### src/rtl/gpx_pkg.sv
// Shared constants and types for the GPIO expander register core.
// Assumes an 8-bit register bus; all register widths equal DATA_W.
package gpx_pkg;
    localparam int DATA_W = 8;
    localparam int ADDR_W = 8;

    // Register addresses (host software depends on these offsets)
    localparam logic [ADDR_W-1:0] A_IDENT  = 8'h01;
    localparam logic [ADDR_W-1:0] A_DIR    = 8'h03;
    localparam logic [ADDR_W-1:0] A_DRIVE  = 8'h05;
    localparam logic [ADDR_W-1:0] A_RELS   = 8'h07;
    localparam logic [ADDR_W-1:0] A_EXPECT = 8'h09;
    localparam logic [ADDR_W-1:0] A_PEN    = 8'h0B;
    localparam logic [ADDR_W-1:0] A_PSEL   = 8'h0D;
    localparam logic [ADDR_W-1:0] A_LEVEL  = 8'h0F;
    localparam logic [ADDR_W-1:0] A_MASK   = 8'h11;
    localparam logic [ADDR_W-1:0] A_STAT   = 8'h13;

    localparam logic [2:0] VENDOR_CODE = 3'b101;
    localparam int         SRST_BIT    = 0;

    // Power-on values
    localparam logic [DATA_W-1:0] ALL0 = '0;
    localparam logic [DATA_W-1:0] ALL1 = '1;

    typedef struct packed {
        logic [DATA_W-1:0] dir;
        logic [DATA_W-1:0] drive;
        logic [DATA_W-1:0] rels;
        logic [DATA_W-1:0] expect_lvl;
        logic [DATA_W-1:0] pen;
        logic [DATA_W-1:0] psel;
        logic [DATA_W-1:0] mask;
    } gpx_cfg_t;

    localparam gpx_cfg_t CFG_RESET = '{
        dir: ALL0, drive: ALL0, rels: ALL1, expect_lvl: ALL1,
        pen: ALL1, psel: ALL1, mask: ALL1
    };
endpackage

### src/rtl/gpx_sync.sv
// Multi-flop level synchroniser for the pin inputs.
// Assumes inputs idle high (pulled up), so flops reset to all ones.
module gpx_sync #(
    parameter int W      = 8,
    parameter int STAGES = 2
) (
    input  logic         clk,
    input  logic         rst_n,
    input  logic [W-1:0] d,
    output logic [W-1:0] q
);
    logic [W-1:0] chain [STAGES];

    for (genvar s = 0; s < STAGES; s++) begin : g_stage
        // Shift the pin levels one stage further each clock
        always_ff @(posedge clk) begin
            if (!rst_n) chain[s] <= '1;
            else if (s == 0) chain[s] <= d;
            else chain[s] <= chain[(s == 0) ? 0 : s-1];
        end
    end

    assign q = chain[STAGES-1];
endmodule

### src/rtl/gpx_regs.sv
// Configuration register file, reset-indication flag and software reset.
// Assumes the bus never raises write and read strobes together.
module gpx_regs
    import gpx_pkg::*;
(
    input  logic              clk,
    input  logic              rst_n,
    input  logic [ADDR_W-1:0] addr,
    input  logic              wr,
    input  logic              rd,
    input  logic [DATA_W-1:0] wdata,
    output gpx_cfg_t          cfg,
    output logic              flag,
    output logic              srst
);
    // Software reset request decoded from an identification write
    assign srst = wr && (addr == A_IDENT) && wdata[SRST_BIT];

    // Update the writable configuration registers
    always_ff @(posedge clk) begin
        if (!rst_n || srst) begin
            cfg <= CFG_RESET;
        end else if (wr) begin
            case (addr)
                A_DIR:    cfg.dir        <= wdata;
                A_DRIVE:  cfg.drive      <= wdata;
                A_RELS:   cfg.rels       <= wdata;
                A_EXPECT: cfg.expect_lvl <= wdata;
                A_PEN:    cfg.pen        <= wdata;
                A_PSEL:   cfg.psel       <= wdata;
                A_MASK:   cfg.mask       <= wdata;
                default:  ;
            endcase
        end
    end

    // Reset-indication flag: set by any reset, cleared by reading identification
    always_ff @(posedge clk) begin
        if (!rst_n || srst)                 flag <= 1'b1;
        else if (rd && addr == A_IDENT)     flag <= 1'b0;
    end
endmodule

### src/rtl/gpx_irq.sv
// Sticky interrupt status: compares synchronised levels with expected levels.
// Assumes lvl is already synchronous to clk.
module gpx_irq
    import gpx_pkg::*;
(
    input  logic              clk,
    input  logic              rst_n,
    input  logic              srst,
    input  logic              rd_stat,
    input  logic [DATA_W-1:0] lvl,
    input  logic [DATA_W-1:0] expect_lvl,
    input  logic [DATA_W-1:0] mask,
    output logic [DATA_W-1:0] stat,
    output logic [DATA_W-1:0] evt,
    output logic              irq
);
    // Unmasked pins currently away from their expected level
    assign evt = (lvl ^ expect_lvl) & ~mask;

    // Accumulate events; a read clears but same-cycle events survive
    always_ff @(posedge clk) begin
        if (!rst_n || srst) stat <= '0;
        else if (rd_stat)   stat <= evt;
        else                stat <= stat | evt;
    end

    // Single interrupt line from any pending status bit
    assign irq = |stat;
endmodule

### src/rtl/gpx_core.sv
// Top of the GPIO expander register core: bus decode, read mux, pad control.
// Assumes a host bus with one-cycle strobes and no simultaneous read/write.
module gpx_core
    import gpx_pkg::*;
#(
    parameter logic [2:0] FW_REV      = 3'd2,
    parameter int         SYNC_STAGES = 2
) (
    input  logic              clk,
    input  logic              rst_n,
    input  logic [ADDR_W-1:0] bus_addr,
    input  logic              bus_wr,
    input  logic              bus_rd,
    input  logic [DATA_W-1:0] bus_wdata,
    output logic [DATA_W-1:0] bus_rdata,
    input  logic [DATA_W-1:0] pin_in,
    output logic [DATA_W-1:0] pin_out,
    output logic [DATA_W-1:0] pin_oe,
    output logic [DATA_W-1:0] pull_en,
    output logic [DATA_W-1:0] pull_up,
    output logic              irq
);
    gpx_cfg_t          cfg_q;
    logic              rst_flag;
    logic              soft_rst;
    logic [DATA_W-1:0] lvl_sync;
    logic [DATA_W-1:0] stat_q;
    logic [DATA_W-1:0] stat_evt;
    logic [DATA_W-1:0] ident;

    gpx_sync #(.W(DATA_W), .STAGES(SYNC_STAGES)) u_sync (
        .clk(clk), .rst_n(rst_n), .d(pin_in), .q(lvl_sync)
    );

    gpx_regs u_regs (
        .clk(clk), .rst_n(rst_n), .addr(bus_addr), .wr(bus_wr), .rd(bus_rd),
        .wdata(bus_wdata), .cfg(cfg_q), .flag(rst_flag), .srst(soft_rst)
    );

    gpx_irq u_irq (
        .clk(clk), .rst_n(rst_n), .srst(soft_rst),
        .rd_stat(bus_rd && bus_addr == A_STAT),
        .lvl(lvl_sync), .expect_lvl(cfg_q.expect_lvl), .mask(cfg_q.mask),
        .stat(stat_q), .evt(stat_evt), .irq(irq)
    );

    assign ident = {VENDOR_CODE, FW_REV, rst_flag, 1'b0};

    // Per-pin pad control derived from direction, release and pull settings
    for (genvar p = 0; p < DATA_W; p++) begin : g_pad
        always_comb begin
            pin_oe[p]  = cfg_q.dir[p] & ~cfg_q.rels[p];
            pin_out[p] = cfg_q.drive[p] & pin_oe[p];
            pull_en[p] = cfg_q.pen[p] & ~cfg_q.dir[p];
            pull_up[p] = cfg_q.psel[p] & pull_en[p];
        end
    end

    // Read data mux, zero when idle or unmapped
    always_comb begin
        bus_rdata = '0;
        if (bus_rd) begin
            case (bus_addr)
                A_IDENT:  bus_rdata = ident;
                A_DIR:    bus_rdata = cfg_q.dir;
                A_DRIVE:  bus_rdata = cfg_q.drive;
                A_RELS:   bus_rdata = cfg_q.rels;
                A_EXPECT: bus_rdata = cfg_q.expect_lvl;
                A_PEN:    bus_rdata = cfg_q.pen;
                A_PSEL:   bus_rdata = cfg_q.psel;
                A_LEVEL:  bus_rdata = lvl_sync;
                A_MASK:   bus_rdata = cfg_q.mask;
                A_STAT:   bus_rdata = stat_q;
                default:  bus_rdata = '0;
            endcase
        end
    end
endmodule

### config.mk
export PLATFORM = sky130hd
export DESIGN_NAME = gpx_core
export DESIGN_NICKNAME = d
export VERILOG_FILES = /design/src/rtl/gpx_pkg.sv /design/src/rtl/gpx_sync.sv /design/src/rtl/gpx_regs.sv /design/src/rtl/gpx_irq.sv /design/src/rtl/gpx_core.sv
export SDC_FILE = /design/constraint.sdc
export NUM_CORES = 1
export LEC_CHECK = 0
export ABC_AREA = 1
export CORE_ASPECT_RATIO = 0.8
export CORE_MARGIN = 5
export CORE_UTILIZATION = 50
export CTS_CLUSTER_SIZE = 10
export DETAILED_ROUTE_END_ITERATION = 8
export HOLD_SLACK_MARGIN = 0.12
export PLACE_DENSITY = 0.83
export SYNTH_ARGS = -nofsm -noshare
export SYNTH_HDL_FRONTEND = slang
export SYNTH_SLANG_ARGS = --single-unit
### constraint.sdc
create_clock -name clk -period 4.3 [get_ports clk]
set_clock_uncertainty 0.15 [all_clocks]
set_input_delay 0.43 -clock clk [delete_from_list [all_inputs] [get_ports clk]]
set_output_delay 0.43 -clock clk [all_outputs]
set_load 0.005 [all_outputs]
==> impl_summary.log, run 1 <==
[metrics] Worst R2R Start: u_sync.chain[1][4]$_SDFF_PN1_
[metrics] maximum clock insertion buffer count: 2
[metrics] Root Driver: sky130_fd_sc_hd__clkbuf_8
[metrics] combined area of the multi-input logic cells: 1886 um2
[metrics] fraction of final layout cells sized beyond drive strength 1: 0.07496
[metrics] count of cell types in the netlist: 24
[metrics] wire length of the first global-routing pass: 18220 um
[metrics] type of the worst setup path: in2out
[metrics] outcome: complete, no violations
[metrics] total number of clock tree sinks: 81
[metrics] sum of buffers and inverters on the critical path: 5
[metrics] kind of start point of the critical path: input pin
[metrics] gpl congestion: 0.9035
[metrics] Detailed Route WL: 11300 um
[metrics] number of buffers created by CTS: 9
[metrics] number of levels in the clock H-tree: 3
[metrics] synthesized instance count: 562
[metrics] routed via count: 3965
[metrics] most used cells in the layout excluding fill and tap cells: sky130_fd_sc_hd__nand2_1 (95), sky130_fd_sc_hd__dfxtp_1 (81), sky130_fd_sc_hd__inv_1 (78)
[metrics] final HPWL from detailed placement: 8356 um
[metrics] cts hold-fix bufs: 0
[metrics] yosys warns: 0
[metrics] vias in the first global route: 3767
[metrics] average wire length per cell after detail routing: 15.38 um
[metrics] diodes inserted: 0
[metrics] antenna violation net count after detailed routing: 0
[metrics] number of failing hold endpoints at the final stage: 0
[metrics] largest net degree at the start of global routing: 35
[metrics] Most Used Layer, Global Route: met2
[metrics] setup_tns: 0 ns
[metrics] # nets final: 651
[metrics] standard-cell row count: 29
[metrics] number of filler instances in the final layout: 765
[metrics] clock insertion delay at the later pin of the skew report: 0.35 ns
[metrics] Syn-to-layout area delta: 22.16%
[metrics] Die Ht: 89.58 um
[metrics] register area share after synthesis: 0.4097
[metrics] area inside the core boundary: 7838 um2
[metrics] worst setup path startpoint: bus_addr[6]
[metrics] Final Instance Area: 4835 um2
[metrics] drt first-iter violations: 354
[metrics] commonest non-fill, non-tap cell in the layout: sky130_fd_sc_hd__nand2_1
[metrics] hold crit path type: reg2reg
[metrics] initial antenna violation count: 0
[metrics] # Max-Cap Violations: 0
[metrics] power density over the cells: 280.4 nW/um2
[metrics] TritonCTS clock tree: yes
[metrics] f_max: 295.2 MHz
[metrics] drt pass-1 iters: 5
[metrics] grt ovf: 0
[metrics] ranking of synthesized cells by area: sky130_fd_sc_hd__dfxtp_1 (41%), sky130_fd_sc_hd__nand3_1 (9.4%), sky130_fd_sc_hd__nand2_1 (9.0%), sky130_fd_sc_hd__inv_1 (7.4%), sky130_fd_sc_hd__a21oi_1 (6.8%)
[metrics] largest delay contributor family on the critical path: buffers and inverters
[metrics] setup violation total in the final timing report: 0
[metrics] critical path arrival: 2.81 ns
[metrics] number of gates given a new drive strength after cts: 0
[metrics] Final Critical Period: 3.387 ns
[metrics] clock transition at the registers of the reported paths: 0.08 ns
[metrics] drc violations: 0
[metrics] worst min-delay path startpoint: u_sync.chain[0][2]$_SDFF_PN1_
[metrics] required time of the critical path: 3.72 ns
[metrics] area post-placement: 4664 um2
[metrics] Slowest Stage Delay on Critical Path: 0.54 ns
[metrics] Initial Util: 0.5049
[metrics] nets in the synthesized netlist: 590
[metrics] number of max-slew violations in the final report: 0
[metrics] maximum fanout encountered on the critical timing path: 26
[metrics] unrepaired setup endpoints after global routing: false
[metrics] io pins: 69
[metrics] Storage cell area: 1622 um2
[metrics] syn avg cell area: 7.042 um2
[metrics] fraction of met3 tracks used by global routing: 0.05289
[metrics] critical path's most frequent cell: sky130_fd_sc_hd__nand2_1
[metrics] top cell type's share of synthesized area: 0.4097
[metrics] master of the slowest instance on the critical path: sky130_fd_sc_hd__nor2_4
[metrics] Seq cells post-synth: 81
[metrics] total routing usage reported by global routing: 0.2376
[metrics] met2 Usage GRT: 0.3972
[metrics] static leakage: 2.305 nW
[metrics] Via density: 5.395
[metrics] top cell type by total area after synthesis: sky130_fd_sc_hd__dfxtp_1
[metrics] Syn Std Cell Area: 3958 um2
[metrics] critical-path cell list: clkdlybuf4s50_1 -> inv_1 -> nand2_1 -> nor2_4 -> buf_4 -> nand3_1 -> nand2_1 -> nor2_1 -> nand3_1 -> nand2_1 -> inv_1 -> clkdlybuf4s50_1
[metrics] transition at the pin with the smallest max-transition slack: 0.7180 ns
[metrics] relative slew slack: 0.5208
[metrics] met1 track demand over resource in global routing: 0.3115
[metrics] DIE WIDTH: 109.5 um
[metrics] Crit. End Element: primary output
[metrics] Port-buffer cells: 68
[metrics] die area: 9805 um2
[metrics] worst ir drop on vdd: 0.1926 mV
[metrics] fraction of the cycle the final worst path needs: 0.7877
[metrics] total setup buffers inserted after CTS: 0
## worst reg2reg max path: stages (launching register included)
cell and delay, ns:
sky130_fd_sc_hd__dfxtp_1 0.34, sky130_fd_sc_hd__a21oi_1 0.14, sky130_fd_sc_hd__o21ai_0 0.11, sky130_fd_sc_hd__a21oi_1 0.17
## power by group
group          switching (W)  internal (W)
sequential        0.00000476      0.000758
combinational      0.0000642     0.0000413
clock               0.000268      0.000220
total               0.000337       0.00102
## area by class of cell
type	instances	area share
Clock buffer	10	0.02847
Clock inverter	5	0.006729
Inverter	81	0.06289
Multi-Input combinational cell	377	0.3900
Sequential cell	81	0.3354
Tap cell	108	0.02795
Timing Repair Buffer	73	0.1486
## cell usage after synthesis
library cell / n
sky130_fd_sc_hd__and3_1: 6
sky130_fd_sc_hd__nor2_4: 11
sky130_fd_sc_hd__a21oi_1: 54
sky130_fd_sc_hd__nor3_1: 10
sky130_fd_sc_hd__buf_6: 2
sky130_fd_sc_hd__o21ai_1: 31
sky130_fd_sc_hd__buf_2: 9
sky130_fd_sc_hd__nor2_2: 3
sky130_fd_sc_hd__nor2_8: 1
sky130_fd_sc_hd__nand2_1: 95
sky130_fd_sc_hd__nand3_1: 74
sky130_fd_sc_hd__clkbuf_1: 3
sky130_fd_sc_hd__o21ai_0: 20
sky130_fd_sc_hd__buf_4: 9
sky130_fd_sc_hd__nand2_2: 7
sky130_fd_sc_hd__o21ai_4: 1
sky130_fd_sc_hd__o221ai_1: 2
sky130_fd_sc_hd__inv_1: 78
sky130_fd_sc_hd__dfxtp_1: 81
sky130_fd_sc_hd__nand2_4: 1
sky130_fd_sc_hd__inv_2: 3
sky130_fd_sc_hd__o211ai_1: 16
sky130_fd_sc_hd__nor2_1: 43
sky130_fd_sc_hd__nor4_1: 2
## state kept, by name, summed over array words and instances, names as in the netlist
register / flops
u_sync.chain: 16
u_regs.cfg: 56
u_irq.stat: 8
u_regs.flag: 1
## worst paths after layout
| check | end | cells past startpoint | slack [ns] |
|---|---|---|---|
| worst max-delay path | bus_rdata[2] | 12 | 0.91 |
| worst min-delay path | u_sync.chain[1][2]$_SDFF_PN1_ | 2 | 0.26 |
| worst max register to register | u_irq.stat[4]$_SDFF_PP0_ | 3 | 3.33 |
| worst min register to register | u_sync.chain[1][2]$_SDFF_PN1_ | 2 | 0.26 |
## through the flow
| stage | hold slack [ns] | std cells | worst slack, ns | utilization | total power, W |
|---|---|---|---|---|---|
| 2_1_floorplan | 0.2295 | 562 | 2.254 | - | 0.0008355 |
| 4_1_cts | 0.2572 | 735 | 0.9136 | 0.6169 | 0.001357 |
| 3_3_place_gp | 0.2371 | 720 | 0.9898 | 0.5951 | 0.0008818 |
| 3_5_place_dp | 0.2407 | 720 | 0.9450 | 0.5951 | 0.0008840 |
| 5_1_grt | 0.2724 | 735 | 0.7073 | 0.6169 | 0.001410 |
| 6_report | 0.2551 | 735 | 0.9127 | 0.6169 | 0.001355 |
## routing by layer
metal  vias up  wire length (um)
met5         -                 0
met2       159              5343
met3        15               841
met1      1825              4971
met4         0               146
li1       1966                 -
## cell families (layout without fill, tap and decap cells)
| group | Yosys count | count (layout) | synth area share |
|---|---|---|---|
| buffers and inverters | 104 | 169 | 0.1138 |
| AOI/OAI and AO/OA | 124 | 124 | 0.1717 |
| DFF | 81 | 81 | 0.4097 |
| and+or+nand+nor | 253 | 253 | 0.3048 |
Note: power is estimated with default switching activity, not from simulation.
==> run 2, diff against run 1 <==
- CORE_UTILIZATION: 50 -> 48
- PLACE_DENSITY: 0.83 -> 0.84
- clock period: 4.3 -> 2.8 ns (I/O delays scaled with it)
==> run 2 against run 1 <==
Total power increased by 74%. Clock power increased by 110%. Wire length rose by 1.6%. Utilization rose by 1.6 points. Sequential cell count is the same. Non-clock buffer count rose by 11. Cell count rose by 1.4%. Largest power group unchanged.
==> impl_summary.log, run 2 (synthesis results as in run 1) <==
[metrics] outcome: complete, no violations
[metrics] maximum clock insertion buffer count: 2
[metrics] Crit. End Element: primary output
[metrics] io pins: 69
[metrics] total routing usage reported by global routing: 0.2258
[metrics] drt pass-1 iters: 5
[metrics] critical path arrival: 2.25 ns
[metrics] diodes inserted: 0
[metrics] Slowest Stage Delay on Critical Path: 0.49 ns
[metrics] antenna violation net count after detailed routing: 0
[metrics] master of the slowest instance on the critical path: sky130_fd_sc_hd__clkdlybuf4s50_1
[metrics] # Max-Cap Violations: 0
[metrics] grt ovf: 0
[metrics] clock transition at the registers of the reported paths: 0.07 ns
[metrics] Root Driver: sky130_fd_sc_hd__clkbuf_8
[metrics] setup violation total in the final timing report: 0
[metrics] # nets final: 662
[metrics] setup_tns: 0 ns
[metrics] DIE WIDTH: 111.5 um
[metrics] largest net degree at the start of global routing: 35
[metrics] area inside the core boundary: 7983 um2
[metrics] clock insertion delay at the later pin of the skew report: 0.36 ns
[metrics] largest registers in the final layout: u_regs.cfg x56, u_sync.chain x16, u_irq.stat x8
[metrics] kind of start point of the critical path: input pin
[metrics] number of filler instances in the final layout: 705
[metrics] standard-cell row count: 29
[metrics] Syn-to-layout area delta: 27.70%
[metrics] Detailed Route WL: 11480 um
[metrics] f_max: 373.2 MHz
[metrics] most used cells in the layout excluding fill and tap cells: sky130_fd_sc_hd__nand2_1 (94), sky130_fd_sc_hd__dfxtp_1 (81), sky130_fd_sc_hd__inv_1 (78)
[metrics] drt first-iter violations: 477
[metrics] relative slew slack: 0.5634
[metrics] type of the worst setup path: in2out
[metrics] unrepaired setup endpoints after global routing: true
[metrics] fraction of final layout cells sized beyond drive strength 1: 0.09105
[metrics] placed cell count: 726
[metrics] worst ir drop on vdd: 0.2598 mV
[metrics] Worst Hold Slack: 0.2639 ns
[metrics] drc violations: 0
[metrics] maximum fanout encountered on the critical timing path: 14
[metrics] hold crit path type: reg2reg
[metrics] power density over the cells: 467.3 nW/um2
[metrics] static leakage: 2.418 nW
[metrics] fraction of the cycle the final worst path needs: 0.9570
[metrics] overall power after layout: 0.002362 W
[metrics] final HPWL from detailed placement: 8214 um
[metrics] Largest register FFs: 56
[metrics] critical path's most frequent cell: sky130_fd_sc_hd__nand2_1
[metrics] cts hold-fix bufs: 0
[metrics] wire length of the first global-routing pass: 18960 um
[metrics] Final Critical Period: 2.680 ns
[metrics] commonest non-fill, non-tap cell in the layout: sky130_fd_sc_hd__nand2_1
[metrics] Worst Hold Depth: 2
[metrics] final cell count without fillers: 745
[metrics] required time of the critical path: 2.37 ns
[metrics] transition at the pin with the smallest max-transition slack: 0.6530 ns
[metrics] vias in the first global route: 3873
[metrics] routed via count: 4115
[metrics] average wire length per cell after detail routing: 15.41 um
[metrics] number of max-slew violations in the final report: 0
[metrics] Via density: 5.523
[metrics] Port-buffer cells: 68
[metrics] r2r worst-path depth: 3
[metrics] critical-path cell list: clkdlybuf4s50_1 -> inv_1 -> nand2_1 -> nor2_4 -> buf_4 -> clkbuf_16 -> nand3_1 -> nand2_1 -> nor2_1 -> nand3_1 -> nand2_1 -> inv_1 -> clkdlybuf4s50_1
[metrics] number of buffers created by CTS: 9
[metrics] TritonCTS clock tree: yes
[metrics] die area: 10170 um2
[metrics] number of levels in the clock H-tree: 3
[metrics] total number of clock tree sinks: 81
[metrics] initial antenna violation count: 0
[metrics] Die Ht: 91.22 um
[metrics] combined area of the multi-input logic cells: 1888 um2
[metrics] top register by number of flip-flops: u_regs.cfg
[metrics] number of failing hold endpoints at the final stage: 0
[metrics] gpl congestion: 0.9561
[metrics] Initial Util: 0.4958
[metrics] Storage cell area: 1622 um2
-- run 2: changes by cell type in the layout (fill, tap and decap cells not counted), moves of 2 or more --
cell,change
sky130_fd_sc_hd__buf_12,+4
sky130_fd_sc_hd__buf_4,+5
sky130_fd_sc_hd__bufinv_16,+3
sky130_fd_sc_hd__clkinvlp_4,-2
sky130_fd_sc_hd__clkinv_2,-2
-- run 2: where the power goes --
part	switching (W)	internal (W)	leakage [nW]
Clock	0.000432	0.000584	0.111
Combinational	0.000101	0.0000736	1.65
Sequential	0.00000789	0.00116	0.658
Total	0.000541	0.00182	2.42
-- run 2: repair_timing --
| item | 4_1_cts | 5_1_grt |
|---|---|---|
| gates resized for setup | 0 | 4 |
| setup buffers | 0 | 4 |
| endpoints found under the setup margin | 0 | 8 |
-- run 2: layout make-up --
class,count,area share
multi-input combinational,377,0.3736
tap,108,0.02674
clock buffer,9,0.02451
sequential,81,0.3209
clock inverter,5,0.02104
timing repair buffer,84,0.1731
inverter,81,0.06016
-- run 2: path summary, 6_finish.rpt --
kind	start	to	slack [ns]
worst min register to register	u_sync.chain[0][3]$_SDFF_PN1_	u_sync.chain[1][3]$_SDFF_PN1_	0.26
worst max register to register	u_sync.chain[1][2]$_SDFF_PN1_	u_irq.stat[2]$_SDFF_PP0_	1.82
worst max-delay path	bus_addr[4]	bus_rdata[4]	0.12
worst min-delay path	u_sync.chain[0][3]$_SDFF_PN1_	u_sync.chain[1][3]$_SDFF_PN1_	0.26
-- run 2: worst max-delay path, delay by kind of cell --
| kind | cells | cell delay, ns |
|---|---|---|
| buffers and inverters | 6 | 1.35 |
| and+or+nand+nor | 7 | 0.59 |
-- run 2: stage by stage --
step           worst slack, ns  utilization  area, um2
2_1_floorplan            1.054            -       3958
3_3_place_gp           0.09883       0.5947       4747
3_5_place_dp           0.06437       0.5947       4747
4_1_cts                0.03116       0.6235       4977
5_1_grt              -0.008394       0.6331       5054
6_report                0.1205       0.6331       5054
-- run 2: routing by layer --
layer | share of wire | global-route usage | vias to the layer above
li1 | - | - | 1977
met1 | 0.46 | 0.3186 | 1875
met2 | 0.43 | 0.3469 | 235
met3 | 0.093 | 0.06312 | 28
met4 | 0.019 | 0.04762 | 0
met5 | 0 | 0 | -
==> run 3, diff against run 2 <==
- CTS_CLUSTER_DIAMETER: unset -> 150
==> results of run 3 <==
The final DEF is identical to that of run 2; final timing and power are the same.
